--- src/rtl/eirq_pkg.sv ---
package eirq_pkg;
  localparam int REG_W     = 32;
  localparam int SLOTS     = 4;
  localparam int MAX_LINES = 6;
  localparam int CLR_LSB   = 0;
  localparam int MASK_LSB  = 4;
  localparam int POL_LSB   = 8;
  localparam int ANY_LSB   = 12;
  localparam int LVL_LSB   = 16;
  localparam int RAW_LSB   = 20;

  typedef struct packed {
    logic lvl;
    logic pol;
    logic any;
  } trig_cfg_t;

  typedef enum logic [1:0] {
    TRIG_LEVEL,
    TRIG_RISE,
    TRIG_FALL,
    TRIG_BOTH
  } trig_kind_t;

  function automatic trig_kind_t trig_decode(trig_cfg_t c);
    if (c.lvl)      return TRIG_LEVEL;
    else if (c.any) return TRIG_BOTH;
    else if (c.pol) return TRIG_RISE;
    else            return TRIG_FALL;
  endfunction
endpackage

--- src/rtl/eirq_sync.sv ---
module eirq_sync #(
  parameter int STAGES = 2
) (
  input  logic clk,
  input  logic rst_n,
  input  logic d,
  output logic q,
  output logic q_prev
);
  logic [STAGES:0] chain;

  always_ff @(posedge clk) begin
    if (!rst_n) chain <= '0;
    else        chain <= {chain[STAGES-1:0], d};
  end

  assign q      = chain[STAGES-1];
  assign q_prev = chain[STAGES];
endmodule

--- src/rtl/eirq_line.sv ---
module eirq_line
  import eirq_pkg::*;
(
  input  logic      clk,
  input  logic      rst_n,
  input  logic      pin_s,
  input  logic      pin_prev,
  input  trig_cfg_t cfg,
  input  logic      mask,
  input  logic      clr,
  output logic      irq
);
  trig_kind_t kind;
  logic       rise, fall, evt, flag_q;

  assign kind = trig_decode(cfg);
  assign rise = pin_s & ~pin_prev;
  assign fall = ~pin_s & pin_prev;

  always_comb begin
    unique case (kind)
      TRIG_RISE: evt = rise;
      TRIG_FALL: evt = fall;
      TRIG_BOTH: evt = rise | fall;
      default:   evt = 1'b0;
    endcase
  end

  // an edge beats a same-cycle acknowledge
  always_ff @(posedge clk) begin
    if (!rst_n)   flag_q <= 1'b0;
    else if (evt) flag_q <= 1'b1;
    else if (clr) flag_q <= 1'b0;
  end

  assign irq = mask & ((kind == TRIG_LEVEL) ? (pin_s == cfg.pol) : flag_q);


  edge_wins_chk: assert property (@(posedge clk) disable iff (!rst_n)
    (evt && clr) |=> flag_q);

  ack_clears_chk: assert property (@(posedge clk) disable iff (!rst_n)
    (flag_q && clr && !evt) |=> !flag_q);

  flag_sticky_chk: assert property (@(posedge clk) disable iff (!rst_n)
    (flag_q && !clr) |=> flag_q);
endmodule

--- src/rtl/eirq_regs.sv ---
module eirq_regs
  import eirq_pkg::*;
#(
  parameter int NUM_LINES = 4
) (
  input  logic                          clk,
  input  logic                          rst_n,
  input  logic                          wr_en,
  input  logic                          wr_addr,
  input  logic [REG_W-1:0]              wr_data,
  input  logic                          rd_addr,
  input  logic [NUM_LINES-1:0]          raw,
  output trig_cfg_t [NUM_LINES-1:0]     cfg,
  output logic [NUM_LINES-1:0]          mask,
  output logic [NUM_LINES-1:0]          clr,
  output logic [REG_W-1:0]              rd_data
);
  logic unused_wr;
  assign unused_wr = ^wr_data;

  for (genvar g = 0; g < NUM_LINES; g++) begin : g_line
    localparam int LREG = g / SLOTS;
    localparam int FLD  = g % SLOTS;
    logic sel;
    assign sel = wr_en && (wr_addr == 1'(LREG));

    always_ff @(posedge clk) begin
      if (!rst_n) begin
        mask[g] <= 1'b0;
        cfg[g]  <= '{lvl: 1'b1, pol: 1'b0, any: 1'b0};
      end else if (sel) begin
        mask[g]    <= wr_data[MASK_LSB + FLD];
        cfg[g].lvl <= wr_data[LVL_LSB + FLD];
        cfg[g].pol <= wr_data[POL_LSB + FLD];
        cfg[g].any <= wr_data[ANY_LSB + FLD];
      end
    end

    assign clr[g] = sel & wr_data[CLR_LSB + FLD];
  end

  always_comb begin
    rd_data = '0;
    for (int i = 0; i < NUM_LINES; i++) begin
      if (rd_addr == 1'(i / SLOTS)) begin
        rd_data[MASK_LSB + i % SLOTS] = mask[i];
        rd_data[POL_LSB  + i % SLOTS] = cfg[i].pol;
        rd_data[ANY_LSB  + i % SLOTS] = cfg[i].any;
        rd_data[LVL_LSB  + i % SLOTS] = cfg[i].lvl;
        rd_data[RAW_LSB  + i % SLOTS] = raw[i];
      end
    end
  end
endmodule

--- src/rtl/eirq_trigger_cfg.sv ---
module eirq_trigger_cfg
  import eirq_pkg::*;
#(
  parameter int NUM_LINES   = 4,
  parameter int SYNC_STAGES = 2
) (
  input  logic                 clk,
  input  logic                 rst_n,
  input  logic [NUM_LINES-1:0] pin_i,
  input  logic                 wr_en,
  input  logic                 wr_addr,
  input  logic [31:0]          wr_data,
  input  logic                 rd_addr,
  output logic [31:0]          rd_data,
  output logic [NUM_LINES-1:0] irq_o
);
  trig_cfg_t [NUM_LINES-1:0] cfg;
  logic [NUM_LINES-1:0]      mask, clr, pin_s, pin_prev;

  eirq_regs #(.NUM_LINES(NUM_LINES)) regs_i (
    .clk(clk), .rst_n(rst_n), .wr_en(wr_en), .wr_addr(wr_addr),
    .wr_data(wr_data), .rd_addr(rd_addr), .raw(pin_s),
    .cfg(cfg), .mask(mask), .clr(clr), .rd_data(rd_data)
  );

  for (genvar g = 0; g < NUM_LINES; g++) begin : g_ch
    eirq_sync #(.STAGES(SYNC_STAGES)) sync_i (
      .clk(clk), .rst_n(rst_n), .d(pin_i[g]),
      .q(pin_s[g]), .q_prev(pin_prev[g])
    );
    eirq_line line_i (
      .clk(clk), .rst_n(rst_n), .pin_s(pin_s[g]), .pin_prev(pin_prev[g]),
      .cfg(cfg[g]), .mask(mask[g]), .clr(clr[g]), .irq(irq_o[g])
    );


    mask_gate_chk: assert property (@(posedge clk) disable iff (!rst_n)
      irq_o[g] |-> mask[g]);
  end
endmodule

--- config.mk ---
export PLATFORM = sky130hd
export DESIGN_NAME = eirq_trigger_cfg
export DESIGN_NICKNAME = d
export VERILOG_FILES = /design/src/rtl/eirq_pkg.sv /design/src/rtl/eirq_sync.sv /design/src/rtl/eirq_line.sv /design/src/rtl/eirq_regs.sv /design/src/rtl/eirq_trigger_cfg.sv
export SDC_FILE = /design/constraint.sdc
export NUM_CORES = 1
export LEC_CHECK = 0
export BUFFER_PORTS_ARGS = -buffer_cell sky130_fd_sc_hd__buf_4
export CORE_MARGIN = 8
export CORE_UTILIZATION = 42
export DETAILED_ROUTE_END_ITERATION = 8
export GPL_TIMING_DRIVEN = 0
export PLACE_DENSITY = 0.74
export SETUP_SLACK_MARGIN = 0.4
export SYNTH_ARGS = -nofsm -noshare
export SYNTH_HDL_FRONTEND = slang
export SYNTH_HIERARCHICAL = 1
export SYNTH_SLANG_ARGS = --single-unit
--- constraint.sdc ---
create_clock -name clk -period 1 [get_ports clk]
set_input_delay 0.15 -clock clk [delete_from_list [all_inputs] [get_ports clk]]
set_output_delay 0.15 -clock clk [all_outputs]
set_load 0.01 [all_outputs]
==> results of run 1 <==
-- registers in the layout, summed over array words and instances (netlist names) --
signal	count
g_ch.sync_i/chain	12
regs_i/mask	4
g_ch.line_i/flag_q	4
regs_i/cfg	12
-- placed cells by master, fill, tap and decap left out, drive strengths merged --
| cell type | instances |
|---|---|
| nor2b | 21 |
| mux2i | 12 |
| o21ai | 8 |
| clkbuf | 9 |
| xor2 | 4 |
| dfxtp | 32 |
| nor2 | 4 |
| inv | 12 |
| ha | 8 |
| and2 | 16 |
| o211ai | 4 |
| nand3b | 16 |
| buf | 92 |
| nand2 | 32 |
| conb | 12 |
| a211oi | 4 |
-- power breakdown --
part / total [uW] / switching [uW] / leakage (uW) / internal [uW]
logic: 730 / 299 / 0.000986 / 431
registers: 1380 / 55.4 / 0.000271 / 1330
clock network: 1060 / 445 / 0.0000503 / 612
-- cells by family (layout without fill, tap and decap cells) --
logic type / count (synthesis) / after routing / share of synthesized area
AND/OR/NAND/NOR: 89 / 89 / 0.295
XOR/XNOR: 4 / 4 / 0.0207
other: 1 / 12 / 0.00222
buffers and inverters: 31 / 113 / 0.113
AO/OA/AOI/OAI: 16 / 16 / 0.0592
adder cells (fa/ha/maj): 8 / 8 / 0.0592
flip-flops: 32 / 32 / 0.379
multiplexers: 12 / 12 / 0.0711
-- metrics by stage --
stage | total power (uW) | setup TNS (ps) | worst slack [ps] | hold WS (ps) | cell area (um^2)
after floorplan | 1760 | 0 | 27.8 | 272 | 1950
after detailed placement | 1980 | -476 | -69.3 | 363 | 2400
after global routing | 3300 | -3040 | -252 | 72.0 | 2970
after global placement | 1960 | -127 | -44.0 | 359 | 2400
after CTS | 3140 | -1920 | -202 | 66.6 | 2820
final | 3170 | -1910 | -201 | 76.7 | 2970
-- synth_stat cells, drive strengths merged --
cell and number:
dfxtp 32, nand2 32, nor2b 21, buf 17
and2 16, nand3b 16, inv 12, mux2i 12
ha 8, o21ai 8, a211oi 4, nor2 4
o211ai 4, xor2 4, clkbuf 2, conb 1
-- worst max-delay path: cells and delay by family (launching register included) --
family                 cells  cell delay (ps)
AO/OA/AOI/OAI              1              110
XOR/XNOR                   1              170
buffers and inverters      1              130
flip-flops                 1              370
-- metal layers --
| layer | vias up | share of wire | track usage | wire [um] |
|---|---|---|---|---|
| li1 | 782 | - | - | - |
| met1 | 753 | 0.39 | 0.159 | 1910 |
| met2 | 43 | 0.53 | 0.259 | 2580 |
| met3 | 4 | 0.072 | 0.0676 | 352 |
| met4 | 0 | 0.0047 | 0.0370 | 23 |
| met5 | - | 0 | 0 | 0 |
-- area by class of cell --
| cell class | instances | share of cell area |
|---|---|---|
| multi-input combinational | 141 | 0.388 |
| timing repair buffer | 75 | 0.241 |
| clock buffer | 7 | 0.0324 |
| buffer | 19 | 0.0690 |
| tap | 50 | 0.0210 |
| inverter | 12 | 0.0160 |
| sequential | 32 | 0.232 |
-- worst paths after layout --
kind / from / end / slack (ps) / cells past startpoint
min reg2reg: g_ch[0].sync_i/chain[0] / g_ch[0].sync_i/chain[1] / 430 / 1
min: pin_i[1] / g_ch[1].sync_i/chain[0] / 80 / 2
max reg2reg: g_ch[1].sync_i/chain[1] / g_ch[1].line_i/flag_q / -110 / 6
max: g_ch[1].sync_i/chain[1] / irq_o[1] / -200 / 3
-- repair_timing --
| action | 4_1_cts | 5_1_grt |
|---|---|---|
| hold buffers | 0 | 0 |
| setup buffers | 15 | 9 |
| pin swaps | 7 | 4 |
| endpoints found under the setup margin | 47 | 48 |
| gates resized for setup | 60 | 23 |
| cloned | 0 | 0 |
==> insert_results.sql, run 1 <==
INSERT INTO impl_metrics (metric_group, metric, value, unit) VALUES
('detailed_routing', 'finalWirelength', '4870', 'um'),
('timing', 'final.period_utilization', '1.20', ''),
('global_routing', 'antenna_violations_before_repair', '0', ''),
('detailed_routing', 'dr.first_iter.drc_count', '55', ''),
('final_layout', 'final_layout_size_suffix_gt1_frac', '0.629', ''),
('clock_tree', 'cts_sinks', '32', ''),
('timing', 'max_freq', '0.832', 'GHz'),
('global_routing', 'grt_max_degree', '22', ''),
('yosys', 'synth_top_cell_area_share', '0.379', ''),
('worst_setup_path', 'cp-end-kind', 'primary output', ''),
('placed_design', 'inst_count_dp', '305', ''),
('status', 'run_status', 'complete, but fails checks', ''),
('timing', 'post-route-worst-setup-slack', '-201', 'ps'),
('yosys', 'synth_area_per_cell', '8.76', 'um^2'),
('timing', 'setup_violations', '24', ''),
('final_layout', 'stdcell_count', '336', ''),
('power', 'power_per_cell_area', '1070', 'nW/um^2'),
('worst_setup_path', 'critical_path.startpoint_type', 'register', ''),
('global_routing', 'global_route_wire_length_before_repair', '7550', 'um'),
('detailed_routing', 'drt-wirelength-per-cell', '14.5', 'um'),
('worst_setup_path', 'slowest_stage_cell_crit_path', 'sky130_fd_sc_hd__dfxtp_4', ''),
('power', 'worst_ir_drop_vdd', '871', 'uV'),
('clock_tree', 'buffer_cell_driving_the_clock_tree_root', 'sky130_fd_sc_hd__clkbuf_8', ''),
('floorplan', 'core_area', '3940', 'um^2'),
('clock_tree', 'cts_buffer_depth', '2', ''),
('final_layout', 'final-seq-area', '691', 'um^2'),
('power', 'power.static_leakage', '0.00131', 'uW'),
('worst_setup_path', 'critical_path.max_stage_delay', '370', 'ps'),
('floorplan', 'dieArea', '6310', 'um^2'),
('global_routing', 'first_global_vias', '1626', ''),
('placed_design', 'portBuffers', '51', ''),
('final_layout', 'fill_cell_count', '274', ''),
('detailed_routing', 'final_antenna_net_count', '0', ''),
('floorplan', 'die-height', '79.4', 'um'),
('timing', 'final_period_minus_worst_setup_slack', '1200', 'ps'),
('clock_tree', 'worstSkewPairLatency', '280', 'ps'),
('final_layout', 'area.growth.synth_to_final', '75.9', '%'),
('yosys', 'synth_area_leader_cell', 'sky130_fd_sc_hd__dfxtp_1', ''),
('floorplan', 'io_pins', '77', ''),
('detailed_routing', 'dr_total_vias', '1582', ''),
('final_layout', 'antenna-diode-count', '0', ''),
('worst_setup_path', 'worstPathMaxFanout', '5', ''),
('placed_design', 'place_congestion', '0.770', ''),
('yosys', 'synthDistinctLibCells', '22', ''),
('placed_design', 'dp.final_hpwl', '3200', 'um'),
('detailed_routing', 'post_drt_via_cell_ratio', '4.71', ''),
('floorplan', 'die_width', '79.4', 'um'),
('status', 'failing_checks', 'setup timing', ''),
('final_layout', 'final_util', '0.754', ''),
('worst_setup_path', 'cp_data_required_time', '850', 'ps'),
('clock_tree', 'clock_tree_from_tritoncts', 'yes', ''),
('yosys', 'yosys-top-cells-area', 'sky130_fd_sc_hd__dfxtp_1 38%, sky130_fd_sc_hd__nor2b_1 7.4%, sky130_fd_sc_hd__mux2i_1 7.1%', ''),
('timing', 'setup_repair_after_global_routing_missed_its_margin', 'yes', ''),
('detailed_routing', 'remaining_drc_errors', '0', ''),
('yosys', 'synth_sequential_area_ratio', '0.379', ''),
('floorplan', 'fp-row-count', '23', ''),
('timing', 'final.setup_skew', '3.03', 'ps'),
('detailed_routing', 'detail_route.first_pass.iterations', '4', ''),
('yosys', 'ys.warnings.count', '6', ''),
('floorplan', 'floorplan.initialDensity', '0.429', ''),
('clock_tree', 'cts_inserted_buffers', '5', ''),
('timing', 'timing_max_transition_violations_final', '0', ''),
('worst_setup_path', 'critPathArrivalTime', '1050', 'ps'),
('worst_hold_path', 'worst_hold_path_type', 'in2reg', ''),
('worst_setup_path', 'crit_type', 'reg2out', ''),
('yosys', 'post_synth_inst_count', '193', ''),
('global_routing', 'gr-total-overflow', '0', ''),
('job', 'timing.max_cap.violations', '0', ''),
('clock_tree', 'cts.reportedPaths.clkPinSlew', '70', 'ps'),
('final_layout', 'final_nets', '335', ''),
('final_layout', 'multi_input_comb_area', '1150', 'um^2'),
('clock_tree', 'cts.htree.levels', '2', ''),
('worst_setup_path', 'worstPathCellList', 'xor2_2 > o21ai_2 > buf_4', ''),
('yosys', 'post_synth_design_cell_area', '1690', 'um^2'),
('timing', 'hold_viol_final', '0', ''),
('yosys', 'yosys_reg_bits', '32', ''),
('global_routing', 'groute.usage.overall', '0.149', '');
(Power assumes the default switching activity.)
==> inputs of run 2 (changes only) <==
CORE_UTILIZATION = 45   (was 42)
PLACE_DENSITY = 0.75   (was 0.74)
clock period = 1.22 ns   (was 1 ns; I/O delays follow)
==> insert_results.sql, run 2 (same netlist as run 1, synthesis figures left out) <==
INSERT INTO impl_metrics (metric_group, metric, value, unit) VALUES
('clock_tree', 'cts.reportedPaths.clkPinSlew', '70', 'ps'),
('global_routing', 'antenna_violations_before_repair', '0', ''),
('worst_setup_path', 'worstPathMaxFanout', '3', ''),
('global_routing', 'gr-total-overflow', '0', ''),
('global_routing', 'groute.layer.met3.usage', '0.0559', ''),
('detailed_routing', 'detail_route.first_pass.iterations', '6', ''),
('detailed_routing', 'final_antenna_net_count', '0', ''),
('power', 'worst_ir_drop_vdd', '770', 'uV'),
('floorplan', 'die-height', '77.3', 'um'),
('power', 'clk_pwr_share', '0.336', ''),
('global_routing', 'global_route_wire_length_before_repair', '7130', 'um'),
('power', 'power_switching_share', '0.263', ''),
('power', 'power', '2490', 'uW'),
('final_layout', 'layout.cell_area.non_filler', '2750', 'um^2'),
('placed_design', 'dp.final_hpwl', '3010', 'um'),
('clock_tree', 'cts.htree.levels', '2', ''),
('power', 'power.internal', '1840', 'uW'),
('clock_tree', 'worstSkewPairLatency', '280', 'ps'),
('timing', 'setup_repair_after_global_routing_missed_its_margin', 'yes', ''),
('final_layout', 'leading_cell_type_in_the_layout_fill_and_taps_excluded', 'sky130_fd_sc_hd__buf_4', ''),
('clock_tree', 'clock_tree_from_tritoncts', 'yes', ''),
('worst_hold_path', 'hold_path.startpoint', 'pin_i[3]', ''),
('final_layout', 'fill_cell_count', '271', ''),
('detailed_routing', 'drt-wirelength-per-cell', '14.2', 'um'),
('timing', 'hold_viol_final', '0', ''),
('detailed_routing', 'finalWirelength', '4670', 'um'),
('clock_tree', 'cts_buffer_depth', '2', ''),
('clock_tree', 'cts_inserted_buffers', '5', ''),
('final_layout', 'layout.cells.most_common_list', '65 x sky130_fd_sc_hd__buf_4, 32 x sky130_fd_sc_hd__nand2_1, 20 x sky130_fd_sc_hd__buf_6', ''),
('final_layout', 'final-seq-area', '683', 'um^2'),
('global_routing', 'first_global_vias', '1563', ''),
('placed_design', 'place_congestion', '0.713', ''),
('clock_tree', 'buffer_cell_driving_the_clock_tree_root', 'sky130_fd_sc_hd__clkbuf_8', ''),
('timing', 'final.period_utilization', '1.00', ''),
('clock_tree', 'cts_sinks', '32', ''),
('timing', 'timing_max_transition_violations_final', '0', ''),
('floorplan', 'floorplan.initialDensity', '0.465', ''),
('job', 'timing.max_cap.violations', '0', ''),
('status', 'run_status', 'complete, but fails checks', ''),
('global_routing', 'grt_most_used_layer', 'met2', ''),
('timing', 'final_period_minus_worst_setup_slack', '1220', 'ps'),
('worst_setup_path', 'critical_path.startpoint_type', 'register', ''),
('power', 'power.static_leakage', '0.00123', 'uW'),
('final_layout', 'multi_input_comb_area', '1120', 'um^2'),
('timing', 'post-route-worst-setup-slack', '-2.48', 'ps'),
('global_routing', 'grt_max_degree', '22', ''),
('worst_setup_path', 'cp_data_required_time', '1040', 'ps'),
('floorplan', 'dieArea', '5970', 'um^2'),
('placed_design', 'dp_slack', '57.6', 'ps'),
('power', 'net-switching-power', '657', 'uW'),
('worst_setup_path', 'worstReg2RegStart', 'g_ch[2].sync_i/chain[1]', ''),
('worst_hold_path', 'worst_hold_path_type', 'in2reg', ''),
('global_routing', 'global_route_met1_usage', '0.156', ''),
('final_layout', 'final_layout_size_suffix_gt1_frac', '0.573', ''),
('final_layout', 'largest_registers', 'g_ch.sync_i/chain (12), regs_i/cfg (12)', ''),
('global_routing', 'groute.usage.overall', '0.145', ''),
('floorplan', 'fp-row-count', '22', ''),
('worst_setup_path', 'cp-end-kind', 'primary output', ''),
('worst_setup_path', 'worstPathBufferInverterCount', '1', ''),
('final_layout', 'antenna-diode-count', '0', ''),
('power', 'power.sequential.fraction', '0.455', ''),
('timing', 'fin_worst_hold_slack', '110', 'ps'),
('worst_setup_path', 'crit_start', 'g_ch[1].sync_i/chain[1]', ''),
('detailed_routing', 'dr_total_vias', '1536', ''),
('worst_setup_path', 'slowest_stage_cell_crit_path', 'sky130_fd_sc_hd__dfxtp_4', ''),
('worst_setup_path', 'worstPathCellList', 'xor2_2 > o21ai_2 > buf_4', ''),
('placed_design', 'portBuffers', '51', ''),
('power', 'power_per_cell_area', '908', 'nW/um^2'),
('worst_setup_path', 'path_delay_family', 'flip-flops', ''),
('floorplan', 'core_area', '3630', 'um^2'),
('final_layout', 'area.growth.synth_to_final', '62.5', '%'),
('worst_setup_path', 'crit_type', 'reg2out', ''),
('status', 'failing_checks', 'setup timing', ''),
('detailed_routing', 'dr.first_iter.drc_count', '71', ''),
('timing', 'final.setup_skew', '4.53', 'ps'),
('floorplan', 'die_width', '77.3', 'um'),
('timing', 'max_freq', '0.818', 'GHz'),
('worst_setup_path', 'critPathArrivalTime', '1040', 'ps'),
('final_layout', 'final_nets', '329', ''),
('power', 'combinationalPowerShare', '0.210', ''),
('worst_setup_path', 'critical_path.max_stage_delay', '360', 'ps'),
('floorplan', 'io_pins', '77', ''),
('timing', 'setup_violations', '1', ''),
('global_routing', 'groute.layer.met2.usage', '0.245', ''),
('placed_design', 'post_dp_cell_area', '2200', 'um^2'),
('detailed_routing', 'remaining_drc_errors', '0', ''),
('detailed_routing', 'post_drt_via_cell_ratio', '4.67', '');
run 2: worst paths after layout:
check / end / slack [ps] / depth (start not counted)
worst max-delay path: irq_o[1] / -2 / 3
worst min-delay path: g_ch[3].sync_i/chain[0] / 110 / 2
worst min register to register: g_ch[1].sync_i/chain[1] / 420 / 1
worst max register to register: g_ch[2].line_i/flag_q / 60 / 6
run 2: final cells by class:
type,instances,area share
flip-flops and latches,32,0.249
clock buffers,6,0.0301
inverters,12,0.0182
clock inverters,2,0.00364
repair buffers,69,0.213
plain buffers,19,0.0574
multi-input cells,141,0.407
well taps,48,0.0219
run 2: repair_timing:
item | CTS | global route
setup endpoints to repair | 39 | 41
setup buffers | 13 | 5
resized for setup | 53 | 37
hold buffers | 0 | 0
pin swaps | 9 | 3
run 2: power by group through the flow:
stage	logic [uW]	registers [uW]	clock network, uW
after floorplan	231	1150	0
final	523	1130	837
after detailed placement	388	1160	0
after CTS	459	1130	854
after global placement	384	1160	0
after global routing	563	1140	891
run 2: per-stage QoR:
| stage | util | cells | TNS [ps] |
|---|---|---|---|
| detailed placement | 0.607 | 303 | 0 |
| CTS | 0.704 | 324 | -15.3 |
| global placement | 0.607 | 303 | 0 |
| global route | 0.756 | 329 | -157 |
| floorplan | - | 204 | 0 |
| finish | 0.756 | 329 | -2.48 |
run 2: layer usage:
layer,routed length (um),vias to the layer above
li1,-,766
met1,1960,720
met2,2330,44
met3,314,6
met4,63,0
met5,0,-
==> inputs of run 3 (changes only) <==
--- a/config.mk
+++ b/config.mk
@@ -11,8 +11,7 @@
 export DETAILED_ROUTE_END_ITERATION = 8
 export GPL_TIMING_DRIVEN = 0
-export PLACE_DENSITY = 0.75
+export PLACE_DENSITY = 0.76
 export SETUP_SLACK_MARGIN = 0.4
 export SYNTH_ARGS = -nofsm -noshare
 export SYNTH_HDL_FRONTEND = slang
-export SYNTH_HIERARCHICAL = 1
 export SYNTH_SLANG_ARGS = --single-unit
==> constraint.sdc (replaced) <==
create_clock -name clk -period 1.22 [get_ports clk]
set_input_delay 0.305 -clock clk [delete_from_list [all_inputs] [get_ports clk]]
set_output_delay 0.305 -clock clk [all_outputs]
set_load 0.01 [all_outputs]
==> insert_results.sql, run 3 <==
INSERT INTO impl_metrics (metric_group, metric, value, unit) VALUES
('yosys', 'yosys_reg_bits', '32', ''),
('final_layout', 'final_nets', '332', ''),
('yosys', 'synthDistinctLibCells', '23', ''),
('worst_hold_path', 'holdPathEnd', 'regs_i.cfg[2]', ''),
('yosys', 'synth_area_leader_cell', 'sky130_fd_sc_hd__dfxtp_1', ''),
('power', 'clk_pwr_share', '0.320', ''),
('timing', 'final.period_utilization', '1.34', ''),
('clock_tree', 'cts_sinks', '32', ''),
('power', 'power.static_leakage', '0.00132', 'uW'),
('worst_hold_path', 'whs_path_depth', '3', ''),
('worst_hold_path', 'worst_hold_path_type', 'in2reg', ''),
('worst_setup_path', 'crit_type', 'reg2out', ''),
('placed_design', 'dp.final_hpwl', '3000', 'um'),
('detailed_routing', 'finalWirelength', '4390', 'um'),
('timing', 'final.setup_skew', '17.4', 'ps'),
('timing', 'timing_max_transition_violations_final', '0', ''),
('worst_setup_path', 'reg2regPathDepth', '6', ''),
('worst_setup_path', 'cp_data_required_time', '910', 'ps'),
('power', 'power.internal', '1850', 'uW'),
('final_layout', 'final_layout_size_suffix_gt1_frac', '0.570', ''),
('worst_setup_path', 'cp-end-kind', 'primary output', ''),
('detailed_routing', 'post_drt_via_cell_ratio', '4.49', ''),
('floorplan', 'die_width', '76.4', 'um'),
('detailed_routing', 'detail_route.first_pass.iterations', '4', ''),
('power', 'net-switching-power', '612', 'uW'),
('clock_tree', 'cts.reportedPaths.clkPinSlew', '110', 'ps'),
('floorplan', 'floorplan.initialDensity', '0.459', ''),
('global_routing', 'global_route_wire_length_before_repair', '7310', 'um'),
('global_routing', 'first_global_vias', '1627', ''),
('floorplan', 'fp-row-count', '22', ''),
('timing', 'post-route-worst-setup-slack', '-411', 'ps'),
('worst_setup_path', 'worstPathCellList', 'xnor2_2 > mux2i_1 > nor2b_1 > buf_4 > buf_6', ''),
('power', 'power_switching_share', '0.249', ''),
('power', 'power.sequential.fraction', '0.457', ''),
('yosys', 'post_synth_design_cell_area', '1640', 'um^2'),
('yosys', 'synth.cells.most_frequent', '36 x sky130_fd_sc_hd__nand2_1, 32 x sky130_fd_sc_hd__dfxtp_1, 24 x sky130_fd_sc_hd__nor2b_1, 18 x sky130_fd_sc_hd__buf_4, 12 x sky130_fd_sc_hd__and2_1', ''),
('timing', 'setup_repair_after_global_routing_missed_its_margin', 'yes', ''),
('job', 'timing.max_cap.violations', '0', ''),
('yosys', 'synth_sequential_area_ratio', '0.390', ''),
('worst_setup_path', 'worstReg2RegStart', 'g_ch[0].sync_i.chain[1]', ''),
('clock_tree', 'buffer_cell_driving_the_clock_tree_root', 'sky130_fd_sc_hd__clkbuf_4', ''),
('worst_setup_path', 'reg2reg_slack', '-100', 'ps'),
('yosys', 'post_synth_inst_count', '192', ''),
('worst_hold_path', 'hold_path.startpoint', 'wr_data[16]', ''),
('floorplan', 'io_pins', '77', ''),
('worst_setup_path', 'worstPathMaxFanout', '2', ''),
('power', 'combinationalPowerShare', '0.223', ''),
('clock_tree', 'cts_buffer_depth', '2', ''),
('floorplan', 'die-height', '76.4', 'um'),
('status', 'failing_checks', 'setup timing', ''),
('power', 'power_per_cell_area', '876', 'nW/um^2'),
('worst_setup_path', 'worst_r2r_endpoint', 'g_ch[0].line_i.flag_q', ''),
('placed_design', 'portBuffers', '51', ''),
('worst_setup_path', 'path_delay_family', 'flip-flops', ''),
('global_routing', 'antenna_violations_before_repair', '0', ''),
('timing', 'max_freq', '0.613', 'GHz'),
('final_layout', 'leading_cell_type_in_the_layout_fill_and_taps_excluded', 'sky130_fd_sc_hd__buf_4', ''),
('yosys', 'synth.most_common_cell', 'sky130_fd_sc_hd__nand2_1', ''),
('clock_tree', 'cts.htree.levels', '2', ''),
('global_routing', 'grt_max_degree', '11', ''),
('power', 'power', '2460', 'uW'),
('detailed_routing', 'remaining_drc_errors', '0', ''),
('clock_tree', 'cts_inserted_buffers', '5', ''),
('global_routing', 'groute.usage.overall', '0.152', ''),
('final_layout', 'layout.cells.most_common_list', '60 x sky130_fd_sc_hd__buf_4, 33 x sky130_fd_sc_hd__nand2_1, 32 x sky130_fd_sc_hd__buf_6', ''),
('yosys', 'ys.warnings.count', '0', ''),
('timing', 'final_period_minus_worst_setup_slack', '1630', 'ps'),
('final_layout', 'area.growth.synth_to_final', '70.8', '%'),
('floorplan', 'dieArea', '5840', 'um^2'),
('timing', 'hold_viol_final', '0', ''),
('clock_tree', 'post_cts_hold_buffer_count', '0', ''),
('clock_tree', 'worstSkewPairLatency', '330', 'ps'),
('detailed_routing', 'dr.first_iter.drc_count', '60', ''),
('worst_setup_path', 'critPathArrivalTime', '1330', 'ps'),
('detailed_routing', 'drt-wirelength-per-cell', '13.2', 'um'),
('power', 'worst_ir_drop_vdd', '734', 'uV'),
('timing', 'setup_violations', '25', ''),
('status', 'run_status', 'complete, but fails checks', ''),
('final_layout', 'fill_cell_count', '251', ''),
('yosys', 'yosys-top-cells-area', 'sky130_fd_sc_hd__dfxtp_1 39%, sky130_fd_sc_hd__nor2b_1 9.1%, sky130_fd_sc_hd__buf_4 8.2%', ''),
('placed_design', 'dp_slack', '-10.2', 'ps'),
('yosys', 'synth_top_cell_area_share', '0.390', ''),
('final_layout', 'antenna-diode-count', '0', ''),
('placed_design', 'place_congestion', '0.766', ''),
('yosys', 'synthArstFlopShare', '0', ''),
('final_layout', 'largest_registers', 'g_ch.sync_i.chain (12), regs_i.cfg (12)', ''),
('worst_setup_path', 'critical_path.startpoint_type', 'register', ''),
('worst_setup_path', 'worstPathBufferInverterCount', '2', ''),
('detailed_routing', 'final_antenna_net_count', '0', ''),
('yosys', 'synth_area_per_cell', '8.56', 'um^2'),
('floorplan', 'core_area', '3580', 'um^2'),
('yosys', 'synth-edff-count', '0', ''),
('clock_tree', 'clock_tree_from_tritoncts', 'yes', ''),
('worst_setup_path', 'slowest_stage_cell_crit_path', 'sky130_fd_sc_hd__dfxtp_4', ''),
('global_routing', 'gr-total-overflow', '0', ''),
('detailed_routing', 'dr_total_vias', '1491', ''),
('worst_setup_path', 'critical_path.max_stage_delay', '370', 'ps'),
('yosys', 'synth-main-ff-cell', 'sky130_fd_sc_hd__dfxtp_1', '');
[run 3: final cells by class]
class / instances / area (um^2) / area share
multi-input combinational: 138 / 1070 / 0.380
sequential: 32 / 683 / 0.244
timing repair buffer: 73 / 661 / 0.236
buffer: 25 / 223 / 0.0794
tap: 48 / 60.1 / 0.0214
clock buffer: 6 / 41.3 / 0.0147
clock inverter: 2 / 35.0 / 0.0125
inverter: 8 / 35.0 / 0.0125
[run 3: how the worst max path moves through the flow]
stage,start,endpoint,slack [ps],depth (start not counted)
after floorplan,g_ch[0].sync_i.chain[1],g_ch[0].line_i.flag_q,70,5
after global placement,regs_i.cfg[4],irq_o[1],-10,5
after detailed placement,regs_i.cfg[4],irq_o[1],-10,5
after CTS,regs_i.cfg[7],irq_o[2],-350,5
after global routing,regs_i.cfg[7],irq_o[2],-470,5
final,regs_i.cfg[7],irq_o[2],-410,5
[run 3: routing by layer]
metal	vias up	GRT usage	routed length (um)
met5	-	0	0
li1	771	-	-
met4	0	0.0712	82
met3	7	0.0696	410
met1	668	0.147	1690
met2	45	0.268	2210
[run 3: power groups by stage]
stage / registers [uW] / logic, uW / clock network [uW]
after detailed placement: 1160 / 430 / 0
after global placement: 1160 / 426 / 0
after floorplan: 1150 / 276 / 0
final: 1120 / 548 / 786
after global routing: 1130 / 596 / 840
after CTS: 1120 / 510 / 802
[run 3: per-stage QoR]
stage | cell area (um^2) | hold WS (ps) | setup TNS (ps) | std cells | utilization
final | 2810 | 174 | -2810 | 332 | 0.784
after global routing | 2810 | 165 | -4190 | 332 | 0.784
after CTS | 2660 | 164 | -3120 | 326 | 0.743
after detailed placement | 2300 | 419 | -10.2 | 302 | 0.643
after global placement | 2300 | 414 | -10.1 | 302 | 0.643
after floorplan | 1860 | 412 | 0 | 203 | -
[run 3: cell families after synthesis]
| kind of cell | synth area share |
|---|---|
| compound gates | 0.113 |
| xor+xnor | 0.0213 |
| fa+ha+maj | 0.0609 |
| buf+inv | 0.123 |
| flops | 0.390 |
| mux | 0.0244 |
| other cells | 0.00228 |
| simple gates | 0.265 |
[run 3: worst min-delay path, cell delays in order]
cell                      delay (ps)
sky130_fd_sc_hd__buf_4            70
sky130_fd_sc_hd__nand2_1          30
sky130_fd_sc_hd__nand3_1          60
[run 3: repair_timing]
item / CTS / global route
gates resized for setup: 46 / 30
pin swaps: 8 / 6
endpoints found under the setup margin: 28 / 36
buffers inserted: 16 / 6
